### src/rtl/ewr_pkg.sv
package ewr_pkg;
   localparam int REG_W       = 32;
   localparam int START_BIT   = 0;
   localparam int DONE_BIT    = 1;
   localparam int ADDR_LSB    = 2;
   localparam int ADDR_FLD_W  = 14;
   localparam int DATA_LSB    = 16;
   localparam int DATA_W      = 16;

   typedef enum logic [0:0] {
      ENG_IDLE  = 1'b0,
      ENG_SHIFT = 1'b1
   } eng_state_t;
endpackage

### src/rtl/ewr_tickgen.sv
module ewr_tickgen #(
   parameter int DIV = 4
) (
   input  logic clk,
   input  logic rst_n,
   input  logic en,
   output logic tick
);
   generate
      if (DIV < 1) begin : g_bad_div
         $error("ewr_tickgen: DIV must be at least 1");
      end
      if (DIV == 1) begin : g_direct
         assign tick = en;
      end else begin : g_count
         localparam int CW = $clog2(DIV);
         logic [CW-1:0] cnt_q;
         assign tick = en && (cnt_q == CW'(DIV - 1));
         always_ff @(posedge clk or negedge rst_n) begin
            if (!rst_n) begin
               cnt_q <= '0;
            end else if (!en || tick) begin
               cnt_q <= '0;
            end else begin
               cnt_q <= cnt_q + 1'b1;
            end
         end
      end
   endgenerate
endmodule

### src/rtl/ewr_engine.sv
module ewr_engine
   import ewr_pkg::*;
#(
   parameter int              OP_W    = 3,
   parameter logic [OP_W-1:0] OP_CODE = 3'b110,
   parameter int              ADDR_W  = 16,
   parameter int              WORD_W  = 16
) (
   input  logic              clk,
   input  logic              rst_n,
   input  logic              start,
   input  logic [ADDR_W-1:0] start_addr,
   input  logic              tick,
   output logic              busy,
   output logic              fin,
   output logic [WORD_W-1:0] rx_word,
   output logic              cs,
   output logic              sck,
   output logic              mosi,
   input  logic              miso
);
   localparam int CMD_W = OP_W + ADDR_W;
   localparam int TOT   = CMD_W + WORD_W;
   localparam int CNT_W = $clog2(TOT + 1);

   generate
      if (OP_W < 1 || WORD_W < 2) begin : g_bad_widths
         $error("ewr_engine: OP_W must be >= 1 and WORD_W >= 2");
      end
   endgenerate

   eng_state_t        state_q;
   logic [CNT_W-1:0]  bit_idx_q;
   logic [CMD_W-1:0]  tx_sr_q;
   logic [WORD_W-1:0] rx_sr_q;
   logic              cs_q;
   logic              sck_q;
   logic              last_bit;
   logic              in_data_phase;

   assign last_bit      = (bit_idx_q == CNT_W'(TOT - 1));
   assign in_data_phase = (bit_idx_q >= CNT_W'(CMD_W));
   assign busy          = (state_q == ENG_SHIFT);
   assign fin           = busy && tick && sck_q && last_bit;
   assign rx_word       = rx_sr_q;
   assign cs            = cs_q;
   assign sck           = sck_q;
   assign mosi          = cs_q & tx_sr_q[CMD_W-1];

   always_ff @(posedge clk or negedge rst_n) begin
      if (!rst_n) begin
         state_q   <= ENG_IDLE;
         bit_idx_q <= '0;
         tx_sr_q   <= '0;
         rx_sr_q   <= '0;
         cs_q      <= 1'b0;
         sck_q     <= 1'b0;
      end else begin
         unique case (state_q)
            ENG_IDLE: begin
               if (start) begin
                  state_q   <= ENG_SHIFT;
                  cs_q      <= 1'b1;
                  sck_q     <= 1'b0;
                  bit_idx_q <= '0;
                  tx_sr_q   <= {OP_CODE, start_addr};
                  rx_sr_q   <= '0;
               end
            end
            ENG_SHIFT: begin
               if (tick) begin
                  if (!sck_q) begin
                     sck_q <= 1'b1;
                     if (in_data_phase) begin
                        rx_sr_q <= {rx_sr_q[WORD_W-2:0], miso};
                     end
                  end else begin
                     sck_q <= 1'b0;
                     if (last_bit) begin
                        state_q <= ENG_IDLE;
                        cs_q    <= 1'b0;
                     end else begin
                        bit_idx_q <= bit_idx_q + 1'b1;
                        tx_sr_q   <= {tx_sr_q[CMD_W-2:0], 1'b0};
                     end
                  end
               end
            end
            default: state_q <= ENG_IDLE;
         endcase
      end
   end

   // serial clock rests low outside a transaction
   p_sck_low_idle_r7: assert property (@(posedge clk) disable iff (!rst_n)
      !busy |-> !sck_q);
   // serial clock only moves on a divider tick
   p_sck_on_tick_r7: assert property (@(posedge clk) disable iff (!rst_n)
      !$stable(sck_q) |-> $past(tick));
   // select drops right after the final bit
   p_cs_closes_r6: assert property (@(posedge clk) disable iff (!rst_n)
      fin |=> !cs_q);
   // select high whenever a transaction is running
   p_cs_covers_r6: assert property (@(posedge clk) disable iff (!rst_n)
      busy |-> cs_q);
endmodule

### src/rtl/ewr_regif.sv
module ewr_regif
   import ewr_pkg::*;
(
   input  logic                  clk,
   input  logic                  rst_n,
   input  logic                  wr_en,
   input  logic [REG_W-1:0]      wdata,
   input  logic                  busy,
   input  logic                  fin,
   input  logic [DATA_W-1:0]     rx_word,
   output logic                  start,
   output logic [ADDR_FLD_W-1:0] start_addr,
   output logic [REG_W-1:0]      rdata
);
   logic [ADDR_FLD_W-1:0] addr_q;
   logic [DATA_W-1:0]     data_q;
   logic                  done_q;

   assign start      = wr_en && wdata[START_BIT] && !busy;
   assign start_addr = wdata[ADDR_LSB +: ADDR_FLD_W];

   always_ff @(posedge clk or negedge rst_n) begin
      if (!rst_n) begin
         addr_q <= '0;
         data_q <= '0;
         done_q <= 1'b0;
      end else if (start) begin
         addr_q <= start_addr;
         data_q <= '0;
         done_q <= 1'b0;
      end else if (fin) begin
         data_q <= rx_word;
         done_q <= 1'b1;
      end
   end

   always_comb begin
      rdata                           = '0;
      rdata[DATA_LSB +: DATA_W]       = data_q;
      rdata[ADDR_LSB +: ADDR_FLD_W]   = addr_q;
      rdata[DONE_BIT]                 = done_q;
   end

   // an accepted start clears done and the data field
   p_clear_on_start_r2: assert property (@(posedge clk) disable iff (!rst_n)
      start |=> (!done_q && data_q == '0));
   // start while busy leaves the address field alone
   p_ignore_busy_r9: assert property (@(posedge clk) disable iff (!rst_n)
      (wr_en && wdata[START_BIT] && busy && !fin) |=> $stable(addr_q));
   // writes without the start flag change nothing
   p_noop_write_r8: assert property (@(posedge clk) disable iff (!rst_n)
      (wr_en && !wdata[START_BIT] && !fin) |=> ($stable(addr_q) && $stable(done_q)));
   // done only rises at the end of a transaction
   p_done_rise_r5: assert property (@(posedge clk) disable iff (!rst_n)
      $rose(done_q) |-> $past(fin));
endmodule

### src/rtl/eeprom_word_reader.sv
module eeprom_word_reader
   import ewr_pkg::*;
#(
   parameter int              CLK_DIV    = 4,
   parameter int              OP_W       = 3,
   parameter logic [OP_W-1:0] OP_CODE    = 3'b110,
   parameter int              SER_ADDR_W = 16
) (
   input  logic        clk,
   input  logic        rst_n,
   input  logic        reg_wr_en,
   input  logic [31:0] reg_wdata,
   output logic [31:0] reg_rdata,
   output logic        ser_cs,
   output logic        ser_sck,
   output logic        ser_mosi,
   input  logic        ser_miso
);
   generate
      if (SER_ADDR_W < ADDR_FLD_W) begin : g_bad_addr
         $error("eeprom_word_reader: SER_ADDR_W must cover the address field");
      end
   endgenerate

   logic                  start;
   logic [ADDR_FLD_W-1:0] fld_addr;
   logic [SER_ADDR_W-1:0] ser_addr;
   logic                  busy;
   logic                  fin;
   logic                  tick;
   logic [DATA_W-1:0]     rx_word;

   assign ser_addr = SER_ADDR_W'(fld_addr);

   ewr_regif i_regif (
      .clk       (clk),
      .rst_n     (rst_n),
      .wr_en     (reg_wr_en),
      .wdata     (reg_wdata),
      .busy      (busy),
      .fin       (fin),
      .rx_word   (rx_word),
      .start     (start),
      .start_addr(fld_addr),
      .rdata     (reg_rdata)
   );

   ewr_tickgen #(.DIV(CLK_DIV)) i_tickgen (
      .clk  (clk),
      .rst_n(rst_n),
      .en   (busy),
      .tick (tick)
   );

   ewr_engine #(
      .OP_W   (OP_W),
      .OP_CODE(OP_CODE),
      .ADDR_W (SER_ADDR_W),
      .WORD_W (DATA_W)
   ) i_engine (
      .clk       (clk),
      .rst_n     (rst_n),
      .start     (start),
      .start_addr(ser_addr),
      .tick      (tick),
      .busy      (busy),
      .fin       (fin),
      .rx_word   (rx_word),
      .cs        (ser_cs),
      .sck       (ser_sck),
      .mosi      (ser_mosi),
      .miso      (ser_miso)
   );

   // the start flag never reads back
   p_start_reads_zero_r10: assert property (@(posedge clk) disable iff (!rst_n)
      reg_rdata[START_BIT] == 1'b0);
   // done is never seen while the select pin is high
   p_done_excl_cs_r5: assert property (@(posedge clk) disable iff (!rst_n)
      ser_cs |-> !reg_rdata[DONE_BIT]);
endmodule

### config.mk
export PLATFORM = sky130hd
export DESIGN_NAME = eeprom_word_reader
export DESIGN_NICKNAME = d
export VERILOG_FILES = /design/src/rtl/ewr_pkg.sv /design/src/rtl/ewr_tickgen.sv /design/src/rtl/ewr_engine.sv /design/src/rtl/ewr_regif.sv /design/src/rtl/eeprom_word_reader.sv
export SDC_FILE = /design/constraint.sdc
export NUM_CORES = 1
export LEC_CHECK = 0
export ABC_AREA = 1
export BUFFER_PORTS_ARGS = -buffer_cell sky130_fd_sc_hd__buf_4
export CORE_ASPECT_RATIO = 1.5
export CORE_UTILIZATION = 50
export DETAILED_ROUTE_END_ITERATION = 6
export PLACE_DENSITY = 0.74
export SYNTH_ARGS = -nofsm -noshare
export SYNTH_HDL_FRONTEND = slang
export SYNTH_SLANG_ARGS = --single-unit
### constraint.sdc
create_clock -name clk -period 2.4 [get_ports clk]
set_clock_uncertainty 0.15 [all_clocks]
set_input_delay 0.48 -clock clk [delete_from_list [all_inputs] [get_ports clk]]
set_output_delay 0.48 -clock clk [all_outputs]
set_load 0.02 [all_outputs]
Yosys cells after proc, flatten, opt, wreduce, memory -nomap -nowiden --
Index checks and enable logic that the tools add are counted.
Cells by class: equality and inequality tests 9, bitwise gates (word level) 2, reductions and logical operators 13, $add $sub $neg 2, mux-type cells 34, order comparisons 1
Operators with widths (number):
- $mux W16 | 6
- $mux W19 | 4
- $pmux W19 S2 | 1
- $pmux W16 S2 | 1
- $mux W6 | 4
- $mux W1 | 13
- $pmux W6 S2 | 1
- $reduce_and A4 Y1 | 3
- $ne A2 B2 Y1 const B | 5
- $add A6 B1 Y6 const B | 1
- $eq A6 B6 Y1 const B | 1
- $ge A6 B5 Y1 const B | 1
- $logic_and A1 B1 Y1 | 6
- $pmux W1 S2 | 3
- $ne A2 B1 Y1 const B | 2
- $add A2 B1 Y2 const B | 1
- $eq A2 B2 Y1 const B | 1
- $mux W2 | 1
- $reduce_and A2 Y1 | 1
- $reduce_bool A2 Y1 | 1
- $and A1 B1 Y1 | 1
- $logic_not A1 Y1 | 1
- $logic_or A1 B1 Y1 | 1
- $not A1 Y1 | 1
Storage, ports and cells: bits of input ports 36, bits in registers 77, word-level logic and storage cells 71, output and inout port bits 35

Longest topological paths before layout --
Gate-level depths: netlist (run 1).
depth in word-level cells 7, mapped depth 9

Modules after synthesis --
Synthesis (run 1) repeated with hierarchy kept, for this count alone.
Unflattened totals: cell total of the unflattened synthesis 477, area, all modules 3878.7 µm²
By module, submodules not included:
- ewr_engine | area each 2285.9 µm², cells each 281, instances 1, sequential area each 1101.1 µm²
- ewr_regif | area each 1500.2 µm², cells each 185, instances 1, sequential area each 775.7 µm²
- ewr_tickgen | area each 88.8 µm², cells each 10, instances 1, sequential area each 50.0 µm²
- eeprom_word_reader | area each 3.8 µm², cells each 1, instances 1, sequential area each 0.0 µm²

Worst setup path after synthesis (run 1) --
No wires, ideal clock.
path kind register to register, from register i_engine.bit_idx_q[0], to register i_engine.rx_sr_q[10] (netlist: i_engine.rx_word[10]), cell stages (with the launch flop) 9, setup slack 873 ps, data required time 2133 ps, arrival 1261 ps, cell sequence dfrtp_1 > ha_1 > nor2_1 > nand3_1 > nand2_1 > nand2_2 > buf_2 > nand3b_1 > nand2_1
Between the ends: cells in the longest elaborated chain, start to end 3
RTL lines:
- from (decl) | RTL line ewr_engine.sv:33 | logic [CNT_W-1:0] bit_idx_q;
- from (signal assigned) | RTL line ewr_engine.sv:83 | bit_idx_q <= bit_idx_q + 1'b1;
- $ge A6 B5 Y1 | RTL line ewr_engine.sv:42 | assign in_data_phase = (bit_idx_q >= CNT_W'(CMD_W));
- $ne A2 B2 Y1 (no line)
- $reduce_and A4 Y1 (no line)
- to (signal assigned) | RTL line ewr_engine.sv:75 | rx_sr_q <= {rx_sr_q[WORD_W-2:0], miso};
- to (decl) | RTL line ewr_engine.sv:35 | logic [WORD_W-1:0] rx_sr_q;
No other way between the ends. A chain may end at the register's enable or synchronous reset.

Worst setup path after layout (run 1) --
from register i_engine.state_q (netlist: i_engine.busy), to register i_engine.tx_sr_q[17]
Between the ends: cells in the longest elaborated chain, start to end 4, elaborated cells between the ends (all ways) 10, those cells by class 4 x eq/ne; 1 x mux; 1 x bitwise; 4 x reduce/logical
RTL lines:
- from (decl) | RTL line ewr_engine.sv:32 | eng_state_t state_q;
- from (signal assigned) | RTL line ewr_engine.sv:52 | state_q <= ENG_IDLE;
- from (signal assigned) | RTL line ewr_engine.sv:62 | state_q <= ENG_SHIFT;
- from (signal assigned) | RTL line ewr_engine.sv:80 | state_q <= ENG_IDLE;
- $logic_not A1 Y1 | RTL line ewr_regif.sv:19 | assign start = wr_en && wdata[START_BIT] && !busy;
- $logic_and A1 B1 Y1 | RTL line ewr_regif.sv:19
- $ne A2 B1 Y1 (no line)
- $reduce_and A4 Y1 (no line)
- to (signal assigned) | RTL line ewr_engine.sv:66 | tx_sr_q <= {OP_CODE, start_addr};
- to (signal assigned) | RTL line ewr_engine.sv:84 | tx_sr_q <= {tx_sr_q[CMD_W-2:0], 1'b0};
- to (decl) | RTL line ewr_engine.sv:34 | logic [CMD_W-1:0] tx_sr_q;
Parallel ways exist; a longest one is shown, timed or not.

==> results.json, run 1 <==
{
  "status": "finished, violations left",
  "violations": "DRC",
  "cp_cell_sequence": "inv_4 -> nand2_2 -> nand2_2 -> nor2_4 -> nand2_4 -> nand2_1 -> o21ai_2",
  "numCtsBuffers": 9,
  "die-area_mm2": 0.00748,
  "grt_pass1_wl_um": 11300,
  "gp_congestion": 0.736,
  "ys_ff_latch": 77,
  "die_y_um": 105,
  "synth_top_cell_by_area": "dfrtp_1",
  "fp-row-count": 37,
  "gr-total-overflow": 0,
  "nFillCells": 602,
  "detail-route-antenna-nets": 0,
  "ys_types": 25,
  "yosysWarningCount": 0,
  "peakVddDrop_uv": 478,
  "final_layout_size_suffix_gt1_share_pct": 23.6,
  "antennaDiodeCount": 0,
  "cts_tree": "yes",
  "syn_avg_cell_area_um2": 9.09,
  "syn_area_mm2": 0.00356,
  "crit_fanout": 44,
  "end_kind": "register",
  "insertion_delay_ps": 350,
  "postSynthCellCount": 392,
  "grtUsageMet2_pct": 34.6,
  "p_clk_share_pct": 25.8,
  "wl_per_cell_um": 12.5,
  "design_area_mm2": 0.00416,
  "first_pass_iters": 7,
  "syn_nets": 432,
  "hold_class": "primary input to register",
  "switching_power_mw": 1.23,
  "arrival_ps": 2070,
  "yosys.cell_count.top_type": "nand2_1",
  "cts_num_sinks": 77,
  "critPathBufInv": 1,
  "slew_headroom_pct": 62.4,
  "ios": 71,
  "core_area_mm2": 0.00690,
  "vias": 2649,
  "power.share.sequential_pct": 47.5,
  "sw_frac_of_total_pct": 33.4,
  "ctsResizeCount": 0,
  "layout-area-overhead-vs-synth_pct": 16.8,
  "drv_cap": 0,
  "crit_required_ps": 2470,
  "rsz0062_at_grt": "no",
  "tns_ps": 0,
  "grt_max_degree": 45,
  "synth_edf_count": 0,
  "min_period_over_period_pct": 83.3,
  "drv_slew": 0,
  "placed_area_mm2": 0.00396,
  "synth_ff_type": "dfrtp_1",
  "clock.fmax_ghz": 0.500,
  "placedCellCount": 507,
  "cts_setup_buffers": 0,
  "antenna_found_initial": 0,
  "final-hold-violation-count": 0,
  "power_frac_comb_pct": 26.7,
  "drt_iter0_drc": 152,
  "met1_usage_pct": 22.5,
  "clockBufferDepth": 2,
  "crit_path_frequent_cell": "nand2_2",
  "cellPowerDensity_mw_per_mm2": 884,
  "root_buffer": "clkbuf_8",
  "cp-start-kind": "register",
  "yosysSeqAreaShare_pct": 54.1,
  "drc": 2,
  "grt_busiest_layer": "met2",
  "use_met3_pct": 4.40,
  "slowest_stage": "dfrtp_1",
  "ctsHtreeMaxLevel": 3,
  "slowest_delay_ps": 630,
  "synth_top_area_share_pct": 54.1,
  "nets": 481,
  "grt_pass1_vias": 2633,
  "stdcell_count": 523,
  "crit_family": "simple AND/OR/NAND/NOR gates",
  "worst_pin_slew_ps": 564,
  "track_usage_pct": 19.4,
  "synthTopCellsByArea": "dfrtp_1 54%, nand2_1 14%, o21ai_2 4.2%, nand3_1 3.7%, nand3b_1 3.6%",
  "async_flop_share_pct": 100,
  "ys_top_cells_by_count": "134 x nand2_1, 77 x dfrtp_1, 30 x inv_1",
  "p_leak_nw": 2.16,
  "setup-violations-final": 0,
  "hpwl_um": 4520,
  "path_class": "register to register",
  "path_clk_slew_ps": 80,
  "p_int_mw": 2.45,
  "die_w_um": 70.9,
  "fin_crit_ps": 2000,
  "start_util_pct": 51.7,
  "numPortBuffers": 52,
  "totalWireLength_um": 6540,
  "via_per_inst": 5.07
}
## sequential cells by signal, summed over array words and instances, names as in the netlist
register and count:
i_engine.tx_sr_q 19, i_regif.addr_q 14, i_engine.busy 1, i_tickgen.g_count.cnt_q 2, i_engine.sck 1, i_engine.rx_word 16
i_regif.done_q 1, i_regif.data_q 16, i_engine.bit_idx_q 6, i_engine.cs 1
## final timing paths
path                                                 startpoint                                    to  slack, ps  cells past startpoint
setup reg to reg                        i_engine.busy$_DFF_PN0_      i_engine.tx_sr_q[17]$_DFFE_PN0P_        400                      7
hold reg to reg            i_tickgen.g_count.cnt_q[0]$_DFF_PN0_  i_tickgen.g_count.cnt_q[0]$_DFF_PN0_        300                      1
max in group asynchronous                                 rst_n     i_engine.bit_idx_q[5]$_DFFE_PN0P_        960                      3
setup / recovery                        i_engine.busy$_DFF_PN0_      i_engine.tx_sr_q[17]$_DFFE_PN0P_        400                      7
hold / removal                                     reg_wdata[3]         i_regif.addr_q[1]$_DFFE_PN0P_        190                      3
min in group asynchronous                                 rst_n         i_regif.data_q[0]$_DFFE_PN0P_        510                      2
## layout make-up
class / instances / area (um^2) / area share (%)
Clock buffer: 10 / 128 / 3.07
Clock inverter: 5 / 61.3 / 1.47
Inverter: 34 / 130 / 3.13
Multi-Input combinational cell: 259 / 1350 / 32.5
Sequential cell: 77 / 1930 / 46.3
Tap cell: 78 / 97.6 / 2.35
Timing Repair Buffer: 60 / 465 / 11.2
## logic make-up after synthesis
logic type      share of synthesized area [%]
mux                                      2.81
flops                                    54.1
xor+xnor                                0.492
fa+ha+maj                                1.40
buf+inv                                  7.97
other cells                             0.105
compound gates                           8.11
simple gates                             25.0
## worst min-delay path, delay by kind of cell
family                 cells  cell delay, ps
buffers and inverters      1              90
and+or+nand+nor            2              90
## cells in the final DEF, fill, tap and decap left out
cell	count
nand3b_1	17
ha_1	4
o21ai_0	6
clkbuf_1	1
xor2_1	2
nand3_2	1
clkbuf_8	9
clkinvlp_4	3
dfrtp_1	77
inv_6	1
nand3_1	26
o21ai_1	21
nand2_4	3
a21oi_1	1
nor2_1	9
inv_2	3
nand2_2	3
nor2_4	2
conb_1	1
buf_4	58
inv_1	30
bufinv_16	1
inv_4	1
nor2_2	2
mux2i_1	10
nand2_1	134
o21ai_2	17
buf_12	1
dlygate4sd3_1	1
## metal layers
metal,vias up,share of wire (%)
met5,-,0
met1,1251,44
met4,0,1.2
met3,7,3.5
met2,50,51
li1,1341,-
## per-stage QoR
step	utilization, %	setup WS (ps)	power (mW)	hold WS [ps]
finish	60.3	402	3.68	187
global route	60.3	226	3.92	166
CTS	60.3	394	3.73	173
detailed placement	57.4	406	2.77	294
global placement	57.4	439	2.72	276
floorplan	-	873	2.46	34.4
## repair_timing
action,CTS,global route
hold buffers,1,0
setup endpoints to repair,0,0
hold endpoints to repair,40,0
## power groups by stage
stage	registers (mW)	logic, mW	clock network (mW)
6_report	1.75	0.981	0.948
5_1_grt	1.79	1.11	1.03
4_1_cts	1.75	0.997	0.978
3_5_place_dp	1.77	0.994	0
3_3_place_gp	1.76	0.965	0
2_1_floorplan	1.86	0.599	0
No activity file was read; power rests on OpenSTA's default activity.
==> run 2: changes to the inputs <==
- clock period: 2.4 -> 2.1 ns (I/O delays scaled with it)
==> results.json, run 2 (synthesis results as in run 1) <==
{
  "slowest_delay_ps": 610,
  "insertion_delay_ps": 340,
  "mostFrequentLayoutCells": "134 x nand2_1, 77 x dfrtp_1, 60 x buf_4",
  "antennaDiodeCount": 0,
  "ios": 71,
  "via_per_inst": 5.04,
  "ctsHtreeMaxLevel": 3,
  "top_register": "i_engine.tx_sr_q",
  "largest_reg_flops": 19,
  "nFillCells": 612,
  "final_util_pct": 60.7,
  "critPathBufInv": 2,
  "fp-row-count": 37,
  "drv_slew": 0,
  "placed_area_mm2": 0.00400,
  "hpwl_um": 4490,
  "track_usage_pct": 19.0,
  "peakVddDrop_uv": 648,
  "nets": 484,
  "die_w_um": 70.9,
  "final_layout_size_suffix_gt1_share_pct": 24.2,
  "core_area_mm2": 0.00690,
  "cts_num_sinks": 77,
  "clock.fmax_ghz": 0.541,
  "cp.depth": 8,
  "worstSetupEndpoint": "i_engine.tx_sr_q[8]$_DFFE_PN0P_",
  "r2r_start": "i_engine.busy$_DFF_PN0_",
  "crit_path_start": "i_engine.busy$_DFF_PN0_",
  "vias": 2648,
  "gr-total-overflow": 0,
  "status": "finished, violations left",
  "final_common_cell": "nand2_1",
  "drc": 6,
  "crit_fanout": 25,
  "crit_path_frequent_cell": "nand2_2",
  "die_y_um": 105,
  "rsz0062_at_grt": "no",
  "end_kind": "register",
  "clockBufferDepth": 2,
  "grt_pass1_wl_um": 11100,
  "drv_cap": 0,
  "detail-route-antenna-nets": 0,
  "path_clk_slew_ps": 80,
  "cp-start-kind": "register",
  "cts_tree": "yes",
  "layout-area-overhead-vs-synth_pct": 17.5,
  "hold-worst-slack_ps": 136,
  "r2r_cells": 8,
  "die-area_mm2": 0.00748,
  "violations": "DRC",
  "grt_max_degree": 39,
  "tns_ps": 0,
  "ff2ff_setup_slack_ps": 250,
  "grt_pass1_vias": 2532,
  "p_leak_nw": 2.19,
  "arrival_ps": 1930,
  "crit_family": "flip-flops",
  "start_util_pct": 51.7,
  "crit_required_ps": 2180,
  "min_period_over_period_pct": 88.1,
  "numCtsBuffers": 9,
  "design_area_mm2": 0.00419,
  "hold_class": "primary input to register",
  "slowest_stage": "dfrtp_1",
  "fin_crit_ps": 1850,
  "totalWireLength_um": 6380,
  "cellPowerDensity_mw_per_mm2": 996,
  "setup-violations-final": 0,
  "drt_iter0_drc": 208,
  "gp_congestion": 0.759,
  "wl_per_cell_um": 12.2,
  "root_buffer": "clkbuf_8",
  "final-hold-violation-count": 0,
  "r2r_end": "i_engine.tx_sr_q[8]$_DFFE_PN0P_",
  "path_class": "register to register",
  "first_pass_iters": 6,
  "numPortBuffers": 52,
  "cp_cell_sequence": "inv_4 -> nand2_2 -> nand2_2 -> nor2_4 -> nand2_4 -> buf_12 -> nand2_1 -> o21ai_2",
  "antenna_found_initial": 0
}
==> run 2: changes by cell type in the layout (fill, tap and decap cells not counted), sizes merged <==
| cell | before | now |
|---|---|---|
| inv | 35 | 34 |
| clkinv | 0 | 4 |
| buf | 59 | 62 |
| clkbuf | 10 | 9 |
| clkinvlp | 3 | 0 |
==> run 2: cell type report <==
cell class	count	area, um^2	share of cell area [%]
Sequential cell	77	1930	46.0
Timing Repair Buffer	63	500	12.0
Clock inverter	5	53.8	1.29
Inverter	34	130	3.11
Multi-Input combinational cell	259	1350	32.3
Tap cell	78	97.6	2.33
Clock buffer	9	124	2.96
==> run 2: worst min path at each step <==
stage,from,cells after the start,slack [ps],end
finish,reg_wdata[8],3,140,i_regif.addr_q[6]$_DFFE_PN0P_
global placement,rst_n,1,220,i_regif.data_q[0]$_DFFE_PN0P_
floorplan,rst_n,0,-30,i_engine.bit_idx_q[0]$_DFFE_PN0P_
detailed placement,rst_n,1,220,i_regif.data_q[0]$_DFFE_PN0P_
global route,reg_wdata[3],3,120,i_regif.addr_q[1]$_DFFE_PN0P_
CTS,reg_wdata[4],3,120,i_regif.addr_q[2]$_DFFE_PN0P_
==> run 2: what timing repair did <==
item	4_1_cts	5_1_grt
hold endpoints to repair	27	0
hold buffers	1	0
gates resized for setup	0	0
endpoints found under the setup margin	0	0
setup buffers	0	0
==> run 2: metal layers <==
metal,part of all wire [%],global-route usage (%),vias to the layer above
met5,0,0,-
met4,2.0,9.43,0
met3,3.3,3.73,11
met2,51,33.6,51
met1,43,21.6,1245
li1,-,-,1341
==> run 2: power breakdown <==
group          internal, mW  switching [mW]  total, mW
logic                 0.481           0.659       1.14
clock network         0.531           0.505       1.04
registers              1.79           0.204       1.99
==> run 2: metrics by stage <==
step	cells	setup WS, ps	total power, mW
floorplan	392	573	2.81
global placement	510	269	3.13
detailed placement	510	251	3.18
CTS	525	240	4.23
global route	525	103	4.46
finish	525	250	4.17
==> run 2: worst register-to-register path: stages (launching register included) <==
cell and delay (ps):
dfrtp_1 610, inv_4 120, nand2_2 110, nand2_2 70, nor2_4 160, nand2_4 180
buf_12 220, nand2_1 80, o21ai_2 50
==> run 3: changes to the inputs <==
--- a/config.mk
+++ b/config.mk
@@ -11,4 +11,5 @@
 export CORE_UTILIZATION = 50
 export DETAILED_ROUTE_END_ITERATION = 6
+export MAX_ROUTING_LAYER = met4
 export PLACE_DENSITY = 0.74
 export SYNTH_ARGS = -nofsm -noshare
--- a/constraint.sdc
+++ b/constraint.sdc
@@ -3,3 +3,3 @@
 set_input_delay 0.42 -clock clk [delete_from_list [all_inputs] [get_ports clk]]
 set_output_delay 0.42 -clock clk [all_outputs]
-set_load 0.02 [all_outputs]
+set_load 0.1 [all_outputs]
==> results.json, run 3 (synthesis results as in run 1) <==
{
  "critPathBufInv": 2,
  "antenna_found_initial": 0,
  "mostFrequentLayoutCells": "134 x nand2_1, 76 x dfrtp_1, 63 x buf_4",
  "root_buffer": "clkbuf_8",
  "grt_max_degree": 36,
  "grt_pass1_vias": 2556,
  "die_w_um": 70.9,
  "drv_cap": 0,
  "die-area_mm2": 0.00748,
  "ctsHtreeMaxLevel": 3,
  "stdcell_count": 528,
  "p_leak_nw": 2.22,
  "antennaDiodeCount": 0,
  "crit_path_frequent_cell": "nand2_2",
  "gr-total-overflow": 0,
  "start_util_pct": 51.7,
  "cp-start-kind": "register",
  "design_area_mm2": 0.00425,
  "numPortBuffers": 52,
  "tns_ps": 0,
  "path_class": "register to register",
  "first_pass_iters": 7,
  "arrival_ps": 1950,
  "core_area_mm2": 0.00690,
  "sw_frac_of_total_pct": 41.3,
  "cellPowerDensity_mw_per_mm2": 1240,
  "final_layout_size_suffix_gt1_share_pct": 24.7,
  "path_clk_slew_ps": 80,
  "power.share.sequential_pct": 38.1,
  "slowest_stage": "dfrtp_1",
  "nets": 486,
  "fp-row-count": 37,
  "p_total_mw": 5.27,
  "ctsResizeCount": 0,
  "placed_area_mm2": 0.00400,
  "crit_required_ps": 2190,
  "grt_pass1_wl_um": 11700,
  "status": "finished, violations left",
  "detail-route-antenna-nets": 0,
  "die_y_um": 105,
  "final_common_cell": "nand2_1",
  "violations": "DRC",
  "clock.fmax_ghz": 0.537,
  "largest_reg_flops": 19,
  "cp_cell_sequence": "inv_4 -> nand2_2 -> nand2_2 -> nor2_4 -> nand2_4 -> buf_12 -> nand2_1 -> o21ai_2",
  "totalWireLength_um": 6860,
  "cts_tree": "yes",
  "cts_hold_buffers": 1,
  "wl_per_cell_um": 13.0,
  "drt_iter0_drc": 200,
  "track_usage_pct": 20.9,
  "crit_path_start": "i_engine.busy$_DFF_PN0_",
  "final-hold-violation-count": 0,
  "crit_fanout": 21,
  "setup-violations-final": 0,
  "min_from": "reg_wdata[8]",
  "end_kind": "register",
  "top_register": "i_engine.tx_sr_q",
  "r2r_start": "i_engine.busy$_DFF_PN0_",
  "vias": 2671,
  "insertion_delay_ps": 360,
  "clockBufferDepth": 2,
  "switching_power_mw": 2.17,
  "power_frac_comb_pct": 36.3,
  "rsz0062_at_grt": "no",
  "placedCellCount": 512,
  "cts_num_sinks": 77,
  "numCtsBuffers": 9,
  "via_per_inst": 5.06,
  "gp_congestion": 0.746,
  "peakVddDrop_uv": 853,
  "fin_crit_ps": 1860,
  "drv_slew": 0,
  "p_clk_share_pct": 25.6,
  "crit_family": "simple AND/OR/NAND/NOR gates",
  "cts_setup_buffers": 0,
  "layout-area-overhead-vs-synth_pct": 19.3,
  "ios": 71,
  "min_period_over_period_pct": 88.7,
  "hold_class": "primary input to register",
  "drc": 16,
  "hpwl_um": 4740,
  "final_util_pct": 61.6,
  "p_int_mw": 3.10,
  "slowest_delay_ps": 550
}
run 3: cell count changes in the layout (fill, tap and decap cells not counted):
cell        before  now
clkinv_4         1    0
buf_12           2    1
dfrtp_2          0    1
clkinv_2         3    0
buf_4           60   63
clkbuf_1         0    1
clkbuf_8         9   10
clkinvlp_4       0    1
bufinv_16        1    3
dfrtp_1         77   76
run 3: worst register-to-register path, delay by kind of cell, from the launching register on:
kind	cells	cell delay, ps
AOI/OAI and AO/OA	1	50
buffers and inverters	2	370
DFF	1	550
and+or+nand+nor	5	610
run 3: final timing paths:
path,end,slack (ps),depth (start not counted)
max in group asynchronous,i_engine.tx_sr_q[1]$_DFFE_PN0P_,820,3
max,i_engine.tx_sr_q[6]$_DFFE_PN0P_,240,8
max reg2reg,i_engine.tx_sr_q[6]$_DFFE_PN0P_,240,8
min reg2reg,i_tickgen.g_count.cnt_q[0]$_DFF_PN0_,290,1
min in group asynchronous,i_regif.data_q[0]$_DFFE_PN0P_,400,2
min,i_regif.addr_q[6]$_DFFE_PN0P_,120,3
run 3: area by class of cell:
type / count / area [um^2]
fillers: 590 / 2650
flip-flops and latches: 77 / 1930
multi-input cells: 259 / 1350
repair buffers: 65 / 503
clock buffers: 11 / 141
inverters: 34 / 130
clock inverters: 4 / 97.6
well taps: 78 / 97.6
run 3: power groups by stage:
stage                     logic [mW]  clock network [mW]  registers, mW
after floorplan                0.737                   0           2.81
after global placement          1.88                   0           2.01
after detailed placement        1.93                   0           2.03
after CTS                       1.93                1.38           2.01
after global routing            2.05                1.44           2.05
final                           1.91                1.35           2.01
run 3: metal layers:
layer | up-vias | part of all wire, % | global-route usage (%)
li1 | 1347 | - | -
met1 | 1263 | 41 | 22.1
met2 | 51 | 54 | 37.2
met3 | 10 | 3.4 | 5.45
met4 | 0 | 1.6 | 7.29
met5 | - | 0 | -
run 3: through the flow:
step,hold WS (ps),worst slack (ps)
2_1_floorplan,-25.6,161
3_3_place_gp,249,292
3_5_place_dp,253,260
4_1_cts,103,222
5_1_grt,112,97.2
6_report,119,236
